===== src/rtl/ivd_pkg.sv =====
package ivd_pkg;

  localparam int ENTRY_WORDS = 8;
  localparam int ENTRY_BYTES = 32;
  localparam logic [31:0] SP_OFFSET = 32'd16;

  typedef enum logic [1:0] {
    ST_IDLE  = 2'd0,
    ST_FETCH = 2'd1,
    ST_LOAD  = 2'd2,
    ST_EXIT  = 2'd3
  } seq_state_e;

  typedef struct packed {
    logic [31:0] env;
    logic [31:0] fp;
    logic [31:0] sp;
    logic [31:0] pc;
  } ctx_t;

  // byte address of word k in the entry of interrupt n
  function automatic logic [31:0] entry_word_addr(input logic [31:0] base,
                                                  input logic [31:0] irq_n,
                                                  input logic [2:0]  k);
    return base + (irq_n * ENTRY_BYTES) + {27'd0, k, 2'b00};
  endfunction

  function automatic logic [31:0] sp_from_frame(input logic [31:0] fp);
    return fp + SP_OFFSET;
  endfunction

endpackage


===== src/rtl/ivd_pick.sv =====
module ivd_pick #(
  parameter int NUM_IRQ = 16,
  localparam int IW = (NUM_IRQ > 1) ? $clog2(NUM_IRQ) : 1
) (
  input  logic [NUM_IRQ-1:0] req,
  output logic               any,
  output logic [IW-1:0]      idx,
  output logic [NUM_IRQ-1:0] onehot
);

  assign any    = |req;
  assign onehot = req & (~req + 1'b1);

  always_comb begin
    idx = '0;
    for (int i = NUM_IRQ - 1; i >= 0; i--) begin
      if (req[i]) idx = IW'(i);
    end
  end

endmodule


===== src/rtl/ivd_save_stack.sv =====
module ivd_save_stack
  import ivd_pkg::*;
#(
  parameter int DEPTH = 4,
  parameter int MW    = 16,
  localparam int LW = $clog2(DEPTH + 1),
  localparam int SW = (DEPTH > 1) ? $clog2(DEPTH) : 1
) (
  input  logic          clk,
  input  logic          rst_n,
  input  logic          push,
  input  logic          pop,
  input  ctx_t          push_ctx,
  input  logic [MW-1:0] push_mask,
  output ctx_t          top_ctx,
  output logic [MW-1:0] top_mask,
  output logic          full,
  output logic          empty
);

  ctx_t          slot_ctx  [DEPTH];
  logic [MW-1:0] slot_mask [DEPTH];
  logic [LW-1:0] level;
  logic [LW-1:0] lvl_m1;
  logic [SW-1:0] top_idx;

  assign full    = (level == LW'(DEPTH));
  assign empty   = (level == '0);
  assign lvl_m1  = level - LW'(1);
  assign top_idx = lvl_m1[SW-1:0];
  assign top_ctx  = slot_ctx[top_idx];
  assign top_mask = slot_mask[top_idx];

  always_ff @(posedge clk) begin
    if (!rst_n) begin
      level <= '0;
    end else if (push && !full) begin
      level <= level + LW'(1);
    end else if (pop && !empty) begin
      level <= lvl_m1;
    end
  end

  for (genvar g = 0; g < DEPTH; g++) begin : g_slot
    always_ff @(posedge clk) begin
      if (push && !full && (level == LW'(g))) begin
        slot_ctx[g]  <= push_ctx;
        slot_mask[g] <= push_mask;
      end
    end
  end

endmodule


===== src/rtl/ivd_fetch.sv =====
module ivd_fetch
  import ivd_pkg::*;
#(
  parameter int          NUM_IRQ  = 16,
  parameter logic [31:0] VEC_BASE = 32'h0000_1000,
  localparam int IW = (NUM_IRQ > 1) ? $clog2(NUM_IRQ) : 1,
  localparam logic [2:0] LAST_W = 3'(ENTRY_WORDS - 1)
) (
  input  logic          clk,
  input  logic          rst_n,
  input  logic          start,
  input  logic [IW-1:0] irq_idx,
  input  logic          rd_gnt,
  input  logic [31:0]   rd_data,
  output logic          rd_req,
  output logic [31:0]   rd_addr,
  output logic          done,
  output logic [31:0]   ent_env,
  output logic [31:0]   ent_fp,
  output logic [31:0]   ent_pc,
  output logic [31:0]   ent_mask
);

  logic          active;
  logic [2:0]    widx;
  logic [IW-1:0] num_q;

  assign rd_req  = active;
  assign rd_addr = entry_word_addr(VEC_BASE, 32'(num_q), widx);
  assign done    = active && rd_gnt && (widx == LAST_W);

  always_ff @(posedge clk) begin
    if (!rst_n) begin
      active <= 1'b0;
      widx   <= '0;
      num_q  <= '0;
    end else if (start) begin
      active <= 1'b1;
      widx   <= '0;
      num_q  <= irq_idx;
    end else if (active && rd_gnt) begin
      widx <= widx + 3'd1;
      if (widx == LAST_W) active <= 1'b0;
    end
  end

  // words 4..7 (code map pointer, two parameters, reserved) are consumed
  // without being kept
  always_ff @(posedge clk) begin
    if (!rst_n) begin
      ent_env  <= '0;
      ent_fp   <= '0;
      ent_pc   <= '0;
      ent_mask <= '0;
    end else if (active && rd_gnt) begin
      case (widx)
        3'd0:    ent_env  <= rd_data;
        3'd1:    ent_fp   <= rd_data;
        3'd2:    ent_pc   <= rd_data;
        3'd3:    ent_mask <= rd_data;
        default: ;
      endcase
    end
  end

endmodule


===== src/rtl/vec_irq_dispatch.sv =====
module vec_irq_dispatch
  import ivd_pkg::*;
#(
  parameter int          NUM_IRQ  = 16,
  parameter int          DEPTH    = 4,
  parameter logic [31:0] VEC_BASE = 32'h0000_1000
) (
  input  logic               clk,
  input  logic               rst_n,
  input  logic [NUM_IRQ-1:0] irq_pend,
  output logic [NUM_IRQ-1:0] irq_ack,
  input  logic               exit_req,
  input  logic [31:0]        run_env,
  input  logic [31:0]        run_fp,
  input  logic [31:0]        run_sp,
  input  logic [31:0]        run_pc,
  output logic               rd_req,
  output logic [31:0]        rd_addr,
  input  logic               rd_gnt,
  input  logic [31:0]        rd_data,
  output logic               busy,
  output logic               ld_valid,
  output logic               ld_restore,
  output logic [31:0]        ld_env,
  output logic [31:0]        ld_fp,
  output logic [31:0]        ld_sp,
  output logic [31:0]        ld_pc,
  output logic [NUM_IRQ-1:0] mask_out
);

  localparam int IW = (NUM_IRQ > 1) ? $clog2(NUM_IRQ) : 1;

  seq_state_e         state;
  logic [NUM_IRQ-1:0] mask_q;
  logic [NUM_IRQ-1:0] eligible;
  logic               pick_any;
  logic [IW-1:0]      pick_idx;
  logic [NUM_IRQ-1:0] pick_oh;
  logic               stk_full, stk_empty;
  ctx_t               run_ctx, top_ctx;
  logic [NUM_IRQ-1:0] top_mask;
  logic [31:0]        ent_env, ent_fp, ent_pc, ent_mask;

  // named internal events
  logic exit_go;
  logic disp_fire;
  logic fetch_done;
  logic load_fire;
  logic restore_fire;

  assign eligible     = irq_pend & mask_q;
  assign exit_go      = (state == ST_IDLE) && exit_req && !stk_empty;
  assign disp_fire    = (state == ST_IDLE) && !exit_go && pick_any && !stk_full;
  assign load_fire    = (state == ST_LOAD);
  assign restore_fire = (state == ST_EXIT);

  assign run_ctx = '{env: run_env, fp: run_fp, sp: run_sp, pc: run_pc};

  ivd_pick #(.NUM_IRQ(NUM_IRQ)) u_pick (
    .req    (eligible),
    .any    (pick_any),
    .idx    (pick_idx),
    .onehot (pick_oh)
  );

  ivd_save_stack #(.DEPTH(DEPTH), .MW(NUM_IRQ)) u_stack (
    .clk       (clk),
    .rst_n     (rst_n),
    .push      (disp_fire),
    .pop       (restore_fire),
    .push_ctx  (run_ctx),
    .push_mask (mask_q),
    .top_ctx   (top_ctx),
    .top_mask  (top_mask),
    .full      (stk_full),
    .empty     (stk_empty)
  );

  ivd_fetch #(.NUM_IRQ(NUM_IRQ), .VEC_BASE(VEC_BASE)) u_fetch (
    .clk      (clk),
    .rst_n    (rst_n),
    .start    (disp_fire),
    .irq_idx  (pick_idx),
    .rd_gnt   (rd_gnt),
    .rd_data  (rd_data),
    .rd_req   (rd_req),
    .rd_addr  (rd_addr),
    .done     (fetch_done),
    .ent_env  (ent_env),
    .ent_fp   (ent_fp),
    .ent_pc   (ent_pc),
    .ent_mask (ent_mask)
  );

  always_ff @(posedge clk) begin
    if (!rst_n) begin
      state <= ST_IDLE;
    end else begin
      case (state)
        ST_IDLE: begin
          if (exit_go)        state <= ST_EXIT;
          else if (disp_fire) state <= ST_FETCH;
        end
        ST_FETCH: if (fetch_done) state <= ST_LOAD;
        ST_LOAD:  state <= ST_IDLE;
        ST_EXIT:  state <= ST_IDLE;
        default:  state <= ST_IDLE;
      endcase
    end
  end

  always_ff @(posedge clk) begin
    if (!rst_n) begin
      mask_q <= '1;
    end else if (load_fire) begin
      mask_q <= ent_mask[NUM_IRQ-1:0] & mask_q;
    end else if (restore_fire) begin
      mask_q <= top_mask;
    end
  end

  assign irq_ack    = disp_fire ? pick_oh : '0;
  assign busy       = (state != ST_IDLE);
  assign ld_valid   = load_fire || restore_fire;
  assign ld_restore = restore_fire;
  assign ld_env     = restore_fire ? top_ctx.env : ent_env;
  assign ld_fp      = restore_fire ? top_ctx.fp  : ent_fp;
  assign ld_sp      = restore_fire ? top_ctx.sp  : sp_from_frame(ent_fp);
  assign ld_pc      = restore_fire ? top_ctx.pc  : ent_pc;
  assign mask_out   = mask_q;

endmodule


===== config.mk =====
export PLATFORM = sky130hd
export DESIGN_NAME = vec_irq_dispatch
export DESIGN_NICKNAME = d
export VERILOG_FILES = /design/src/rtl/ivd_pkg.sv /design/src/rtl/ivd_pick.sv /design/src/rtl/ivd_save_stack.sv /design/src/rtl/ivd_fetch.sv /design/src/rtl/vec_irq_dispatch.sv
export SDC_FILE = /design/constraint.sdc
export NUM_CORES = 1
export LEC_CHECK = 0
export BUFFER_PORTS_ARGS = -buffer_cell sky130_fd_sc_hd__buf_2
export CORE_MARGIN = 2
export CORE_UTILIZATION = 50
export DETAILED_ROUTE_END_ITERATION = 12
export GPL_TIMING_DRIVEN = 0
export PLACE_DENSITY = 0.71
export SLEW_MARGIN = 40
export SYNTH_ARGS = -nofsm -noshare
export SYNTH_HDL_FRONTEND = slang
export SYNTH_SLANG_ARGS = --single-unit

===== constraint.sdc =====
create_clock -name clk -period 28 [get_ports clk]
set_input_delay 5.6 -clock clk [delete_from_list [all_inputs] [get_ports clk]]
set_output_delay 5.6 -clock clk [all_outputs]
set_load 0.01 [all_outputs]

==> flow_summary.json, run 1 <==
{
  "yosys_warnings": 0,
  "dr.pass1.iters": 6,
  "cts_root_buf": "clkbuf_16",
  "clock-sinks": 717,
  "netlist_instances": 1978,
  "clk_latency_ns": 0.61,
  "synth_xor_area_share_pct": 0.850,
  "muxShareOfSynthArea_pct": 11.2,
  "synth_compound_area_share_pct": 4.54,
  "power.density_nw_per_um2": 96.9,
  "vdd_drop_max_mv": 0.0566,
  "rows": 88,
  "synth_commonest_cells": "nand2_1, edfxtp_1, mux4_2",
  "yosysMostFrequentCell": "nand2_1",
  "vias": 18900,
  "final.fill_count": 4387,
  "wirelength_mm": 80.2,
  "max_freq_mhz": 76.4,
  "cts_max_level": 3,
  "cts_tree": "built",
  "dpl.cell_count": 3244,
  "syn_area_per_cell_um2": 14.6,
  "hpwl_mm": 59.9,
  "io_pins": 376,
  "wl_per_cell_um": 23.7,
  "register_area_um2": 20100,
  "place_congestion": 0.937,
  "synth.ff_latch_count": 717,
  "endpoint_kind": "output pin",
  "postRouteAntennaNets": 0,
  "drtIter0Drc": 1507,
  "yosysUniqueCellTypes": 53,
  "clock_skew_ns": 0.0252,
  "synth_top_area_share_pct": 60.0,
  "layout-drive-gt1-share_pct": 30.3,
  "via_per_inst": 5.59,
  "period_needed_ns": 13.09,
  "fin_total_pwr_uw": 3370,
  "critical_path_arrival_ns": 7.49,
  "startpoint_type": "input pin",
  "hold_viol_final": 0,
  "path_clk_slew_ns": 0.06,
  "grt_usage_pct": 26.7,
  "syn_to_final_growth_pct": 20.6,
  "required_ns": 22.40,
  "cts_buffers": 73,
  "synth_top_cell_by_area": "edfxtp_1",
  "hold_buffers": 0,
  "multi_input_area_um2": 8160,
  "drc": 0,
  "die_h_um": 244,
  "slew_viol_final": 0,
  "grt_max_degree": 35,
  "critical_path.max_fanout": 6,
  "grt_busiest_layer": "met2",
  "hold_ws_ns": 0.465,
  "setup_slack_ns": 14.91,
  "grt_pass1_vias": 19000,
  "core_area_um2": 57400,
  "setup_viol": 0,
  "synth_flop_cell": "edfxtp_1",
  "use_met1_pct": 34.7,
  "finalCritPeriodShare_pct": 46.8,
  "hold_class": "reg -> reg",
  "fin_cells": 3387,
  "die-area_um2": 59600,
  "critPathKind": "in -> out",
  "status": "complete, no violations",
  "nets": 2747,
  "ys_top_cells_by_area": "edfxtp_1, mux4_2, dfxtp_1",
  "max_slew_margin_pct": 42.2,
  "post_cts_buffers": 0,
  "synth-edff-count": 576,
  "rsz0062_at_grt": "no",
  "dpl_worst_slack_ns": 14.92,
  "drv_cap": 0,
  "ys_seq_area_share_pct": 69.7,
  "grt_pass1_wl_mm": 117,
  "synth-simple-area-share_pct": 10.7,
  "clk_path_buf_depth": 3,
  "die_width_um": 244,
  "io_buffers": 349,
  "grt_use_met3_pct": 5.77,
  "use_met2_pct": 43.9,
  "synthArstFlopShare_pct": 0,
  "syn_area_um2": 28800,
  "antenna_found_initial": 20,
  "tightestPinTransition_ns": 0.867,
  "yosys.area_share.adder_pct": 0.564,
  "ctsResizeCount": 0,
  "start_util_pct": 50.3,
  "overflow": 0,
  "synth_top_family_by_area": "multiplexers",
  "p_leak_uw": 0.0129,
  "final_util_pct": 60.7
}
==> per-stage QoR <==
| stage | area, um2 | setup TNS [ns] |
|---|---|---|
| 2_1_floorplan | 28900 | 0 |
| 3_3_place_gp | 31600 | -2712.38 |
| 3_5_place_dp | 32400 | 0 |
| 4_1_cts | 34800 | 0 |
| 5_1_grt | 34800 | 0 |
| 6_report | 34800 | 0 |
==> report_power, final <==
group | internal (uW) | total (uW) | switching (uW)
clock network | 566 | 965 | 400
logic | 383 | 946 | 563
registers | 1390 | 1460 | 74.5
total | 2340 | 3370 | 1040
==> flip-flops by register name (all words and copies together), names as in the netlist, 4 cells and up <==
signal             cells
u_fetch.ent_env       32
u_fetch.ent_mask      16
u_stack.slot_ctx     512
u_fetch.num_q          4
u_fetch.ent_fp        32
u_fetch.ent_pc        32
mask_out              16
u_stack.slot_mask     64
==> worst max-delay path, cell delays in order <==
cell and delay, ns:
buf_2 0.12, a22o_1 0.26, nor4_4 0.43, or3b_4 0.47, or3_4 0.36, nor3_2 0.10
buf_2 0.14
==> logic make-up (layout without fill, tap and decap cells) <==
| kind of cell | after synthesis | in the layout |
|---|---|---|
| AND/OR/NAND/NOR | 742 | 742 |
| flip-flops | 717 | 717 |
| AO/OA/AOI/OAI | 182 | 182 |
| buffers and inverters | 150 | 757 |
| multiplexers | 144 | 144 |
| XOR/XNOR | 28 | 28 |
| adder cells (fa/ha/maj) | 13 | 13 |
| other | 2 | 39 |
==> layer usage <==
metal  share of wire [%]  vias to the layer above
li1                    -                     8400
met1                  39                     9534
met2                  48                      806
met3                 8.6                      163
met4                 3.6                       16
met5                0.13                        -
==> path summary, 6_finish.rpt <==
path,startpoint,end,slack [ns],depth (start not counted)
min reg2reg,u_fetch.ent_pc[31],u_fetch.ent_pc[31],0.47,2
max reg2reg,u_stack.level[0],u_stack.slot_ctx[2][111],22.52,20
min,u_fetch.ent_pc[31],u_fetch.ent_pc[31],0.47,2
max,irq_pend[2],irq_ack[15],14.91,7
==> cell usage in the layout, fill, tap and decap left out, types with 10 or more instances in the layout <==
master,instances
diode_2,14
a21boi_0,116
ha_1,13
edfxtp_1,576
o21ai_0,29
buf_4,31
dfxtp_1,141
buf_2,483
nor3_1,10
clkbuf_16,77
clkinv_1,13
nand2b_1,17
xnor2_1,22
inv_1,15
nand3_1,49
clkbuf_1,95
conb_1,25
nand2_1,600
nor2_1,23
clkinv_2,10
mux4_2,144
==> final cells by class <==
cell class / count / share of cell area [%]
Sequential cell: 717 / 57.8
Multi-Input combinational cell: 1134 / 23.5
Timing Repair Buffer: 478 / 7.13
Clock buffer: 89 / 5.67
Tap cell: 765 / 2.75
Buffer: 135 / 1.80
Clock inverter: 40 / 1.11
Inverter: 15 / 0.162
Antenna cell: 14 / 0.101
No activity file was read; power rests on OpenSTA's default activity.
==> run 2: changes to the inputs <==
--- a/config.mk
+++ b/config.mk
@@ -5,12 +5,13 @@
 export SDC_FILE = /design/constraint.sdc
 export NUM_CORES = 1
 export LEC_CHECK = 0
+export ABC_AREA = 1
 export BUFFER_PORTS_ARGS = -buffer_cell sky130_fd_sc_hd__buf_2
 export CORE_MARGIN = 2
 export CORE_UTILIZATION = 50
 export DETAILED_ROUTE_END_ITERATION = 12
 export GPL_TIMING_DRIVEN = 0
-export PLACE_DENSITY = 0.71
+export PLACE_DENSITY = 0.73
 export SLEW_MARGIN = 40
 export SYNTH_ARGS = -nofsm -noshare
 export SYNTH_HDL_FRONTEND = slang
==> constraint.sdc (replaced) <==
create_clock -name clk -period 11.9 [get_ports clk]
set_input_delay 2.38 -clock clk [delete_from_list [all_inputs] [get_ports clk]]
set_output_delay 2.38 -clock clk [all_outputs]
set_load 0.01 [all_outputs]
==> run 2 against run 1 <==
Compared with the run above:
- non-clock buffer count decreased by 27
- sequential power up 140%
- combinational power rose to 3.3 times the previous value
- largest power group unchanged
- setup slack worse by 11 ns
- critical path depth up 8
- clock power up 140%
- synthesized cell count increased by 33%
- sequential share of layout area fell by 0.70 points
- global-route usage rose by 4.5 points
==> flow_summary.json, run 2 <==
{
  "status": "complete, no violations",
  "critical_path.max_fanout": 12,
  "hold_class": "reg -> reg",
  "place_congestion": 0.956,
  "cts_root_buf": "clkbuf_16",
  "path_clk_slew_ns": 0.06,
  "clock_skew_ns": 0.0357,
  "post_cts_buffers": 0,
  "syn_area_um2": 29000,
  "max_freq_mhz": 128,
  "use_met2_pct": 49.9,
  "use_met1_pct": 40.5,
  "p_leak_uw": 0.0131,
  "via_per_inst": 5.88,
  "io_pins": 376,
  "setup_viol": 0,
  "ctsResizeCount": 0,
  "largest-register": "u_stack.slot_ctx",
  "wl_per_cell_um": 24.2,
  "hpwl_mm": 69.2,
  "io_buffers": 349,
  "required_ns": 9.52,
  "grt_max_degree": 18,
  "ff2ff_path_depth": 17,
  "clock-sinks": 717,
  "vias": 23300,
  "synth_commonest_cells": "nor2_1, edfxtp_1, o21ai_0",
  "min_path_cells": 2,
  "finalCritPeriodShare_pct": 65.7,
  "grt_pass1_vias": 22100,
  "cts_max_level": 3,
  "cts_tree": "built",
  "wirelength_mm": 95.7,
  "rsz0062_at_grt": "no",
  "slew_viol_final": 0,
  "hold_ws_ns": 0.452,
  "synth.ff_latch_count": 717,
  "clk_path_buf_depth": 3,
  "die_width_um": 245,
  "vdd_drop_max_mv": 0.138,
  "overflow": 0,
  "yosys_warnings": 0,
  "grt_pass1_wl_mm": 138,
  "reg_top3": "u_stack.slot_ctx: 512 flops, u_stack.slot_mask: 64 flops",
  "antenna_found_initial": 19,
  "final_area_um2": 35200,
  "synth_top_area_share_pct": 59.6,
  "grt_usage_pct": 31.2,
  "syn_to_final_growth_pct": 21.4,
  "postRouteAntennaNets": 0,
  "rows": 88,
  "synth-edff-count": 576,
  "ys_top_cells_by_area": "edfxtp_1, dfxtp_1, nor2_1",
  "start_util_pct": 50.5,
  "core_area_um2": 57500,
  "final_common_cell": "nor2_1",
  "endpoint_kind": "output pin",
  "syn_area_per_cell_um2": 11.0,
  "critical_path_arrival_ns": 5.43,
  "critPathKind": "reg -> out",
  "netlist_instances": 2628,
  "drtIter0Drc": 3089,
  "synth_top_cell_by_area": "edfxtp_1",
  "synthArstFlopShare_pct": 0,
  "max_slew_margin_pct": 46.6,
  "nets": 3313,
  "grt_busiest_layer": "met2",
  "yosysMostFrequentCell": "nor2_1",
  "tightestPinTransition_ns": 0.800,
  "layout_common_cells": "nor2_1, edfxtp_1, buf_2, o21ai_0, nand2_1",
  "drc": 0,
  "layout-drive-gt1-share_pct": 19.6,
  "yosysUniqueCellTypes": 45,
  "hold_buffers": 0,
  "place_area_um2": 32800,
  "die-area_um2": 60000,
  "ys_seq_area_share_pct": 69.4,
  "dr.pass1.iters": 8,
  "cts_buffers": 74,
  "period_needed_ns": 7.81,
  "hold_viol_final": 0,
  "largest_reg_flops": 512,
  "startpoint_type": "flop",
  "die_h_um": 245,
  "synth_flop_cell": "edfxtp_1",
  "drv_cap": 0,
  "clk_latency_ns": 0.63,
  "power.density_nw_per_um2": 253,
  "grt_use_met3_pct": 7.23
}
==> run 2: stage by stage <==
stage,setup slack (ns),util [%],total power [uW],cells,TNS (ns)
after floorplan,2.13,-,5300,2651,0
after global placement,-3.35,55.3,6460,3765,-1906.13
after detailed placement,4.91,57.1,6620,3809,0
after CTS,4.25,61.2,8870,3943,0
after global routing,4.08,61.2,9290,3951,0
final,4.09,61.3,8920,3958,0
==> run 2: area by class of cell <==
class                      count  area [um2]
clock inverter                39         345
inverter                      62         234
antenna                       15        37.5
buffer                       193         922
clock buffer                  95        2030
fill                        4542       22300
timing repair buffer         393        2720
sequential                   717       20100
tap                          765         957
multi-input combinational   1679        7850
==> run 2: logic make-up after synthesis <==
group,synth area share [%]
DFF,69.4
other,0.0259
adders and majority gates,0.561
AOI/OAI and AO/OA,11.8
and+or+nand+nor,14.1
xor gates and xnor gates,0.181
buffers and inverters,3.98
==> run 2: layer usage <==
metal | wire length [um] | part of all wire, %
met1 | 34800 | 36
met2 | 45100 | 47
met3 | 11200 | 12
met4 | 4520 | 4.7
met5 | 132 | 0.14
==> run 2: final timing paths <==
path,from,slack (ns),end
max,u_stack.level[0],4.09,ld_sp[27]
min,u_fetch.num_q[2],0.45,u_fetch.num_q[2]
max reg2reg,u_stack.level[0],7.17,u_stack.slot_ctx[3][42]
min reg2reg,u_fetch.num_q[2],0.45,u_fetch.num_q[2]
==> run 2: where the power goes <==
part           switching (uW)  total [uW]  internal (uW)  leakage [uW]
sequential                198        3550           3350       0.00636
clock                     972        2270           1300       0.00117
combinational            2150        3100            946       0.00554
total                    3320        8920           5600        0.0131
==> run 2: critical path: stages, from the launching register on <==
cell	delay (ns)
dfxtp_1	0.40
inv_2	0.36
buf_4	0.34
buf_4	0.25
buf_4	0.22
buf_2	0.32
ha_1	0.28
buf_2	0.25
inv_1	0.11
buf_2	0.40
clkbuf_1	0.65
o21ai_0	0.23
o22ai_1	0.36
nand2_1	0.13
o211ai_1	0.24
buf_2	0.22
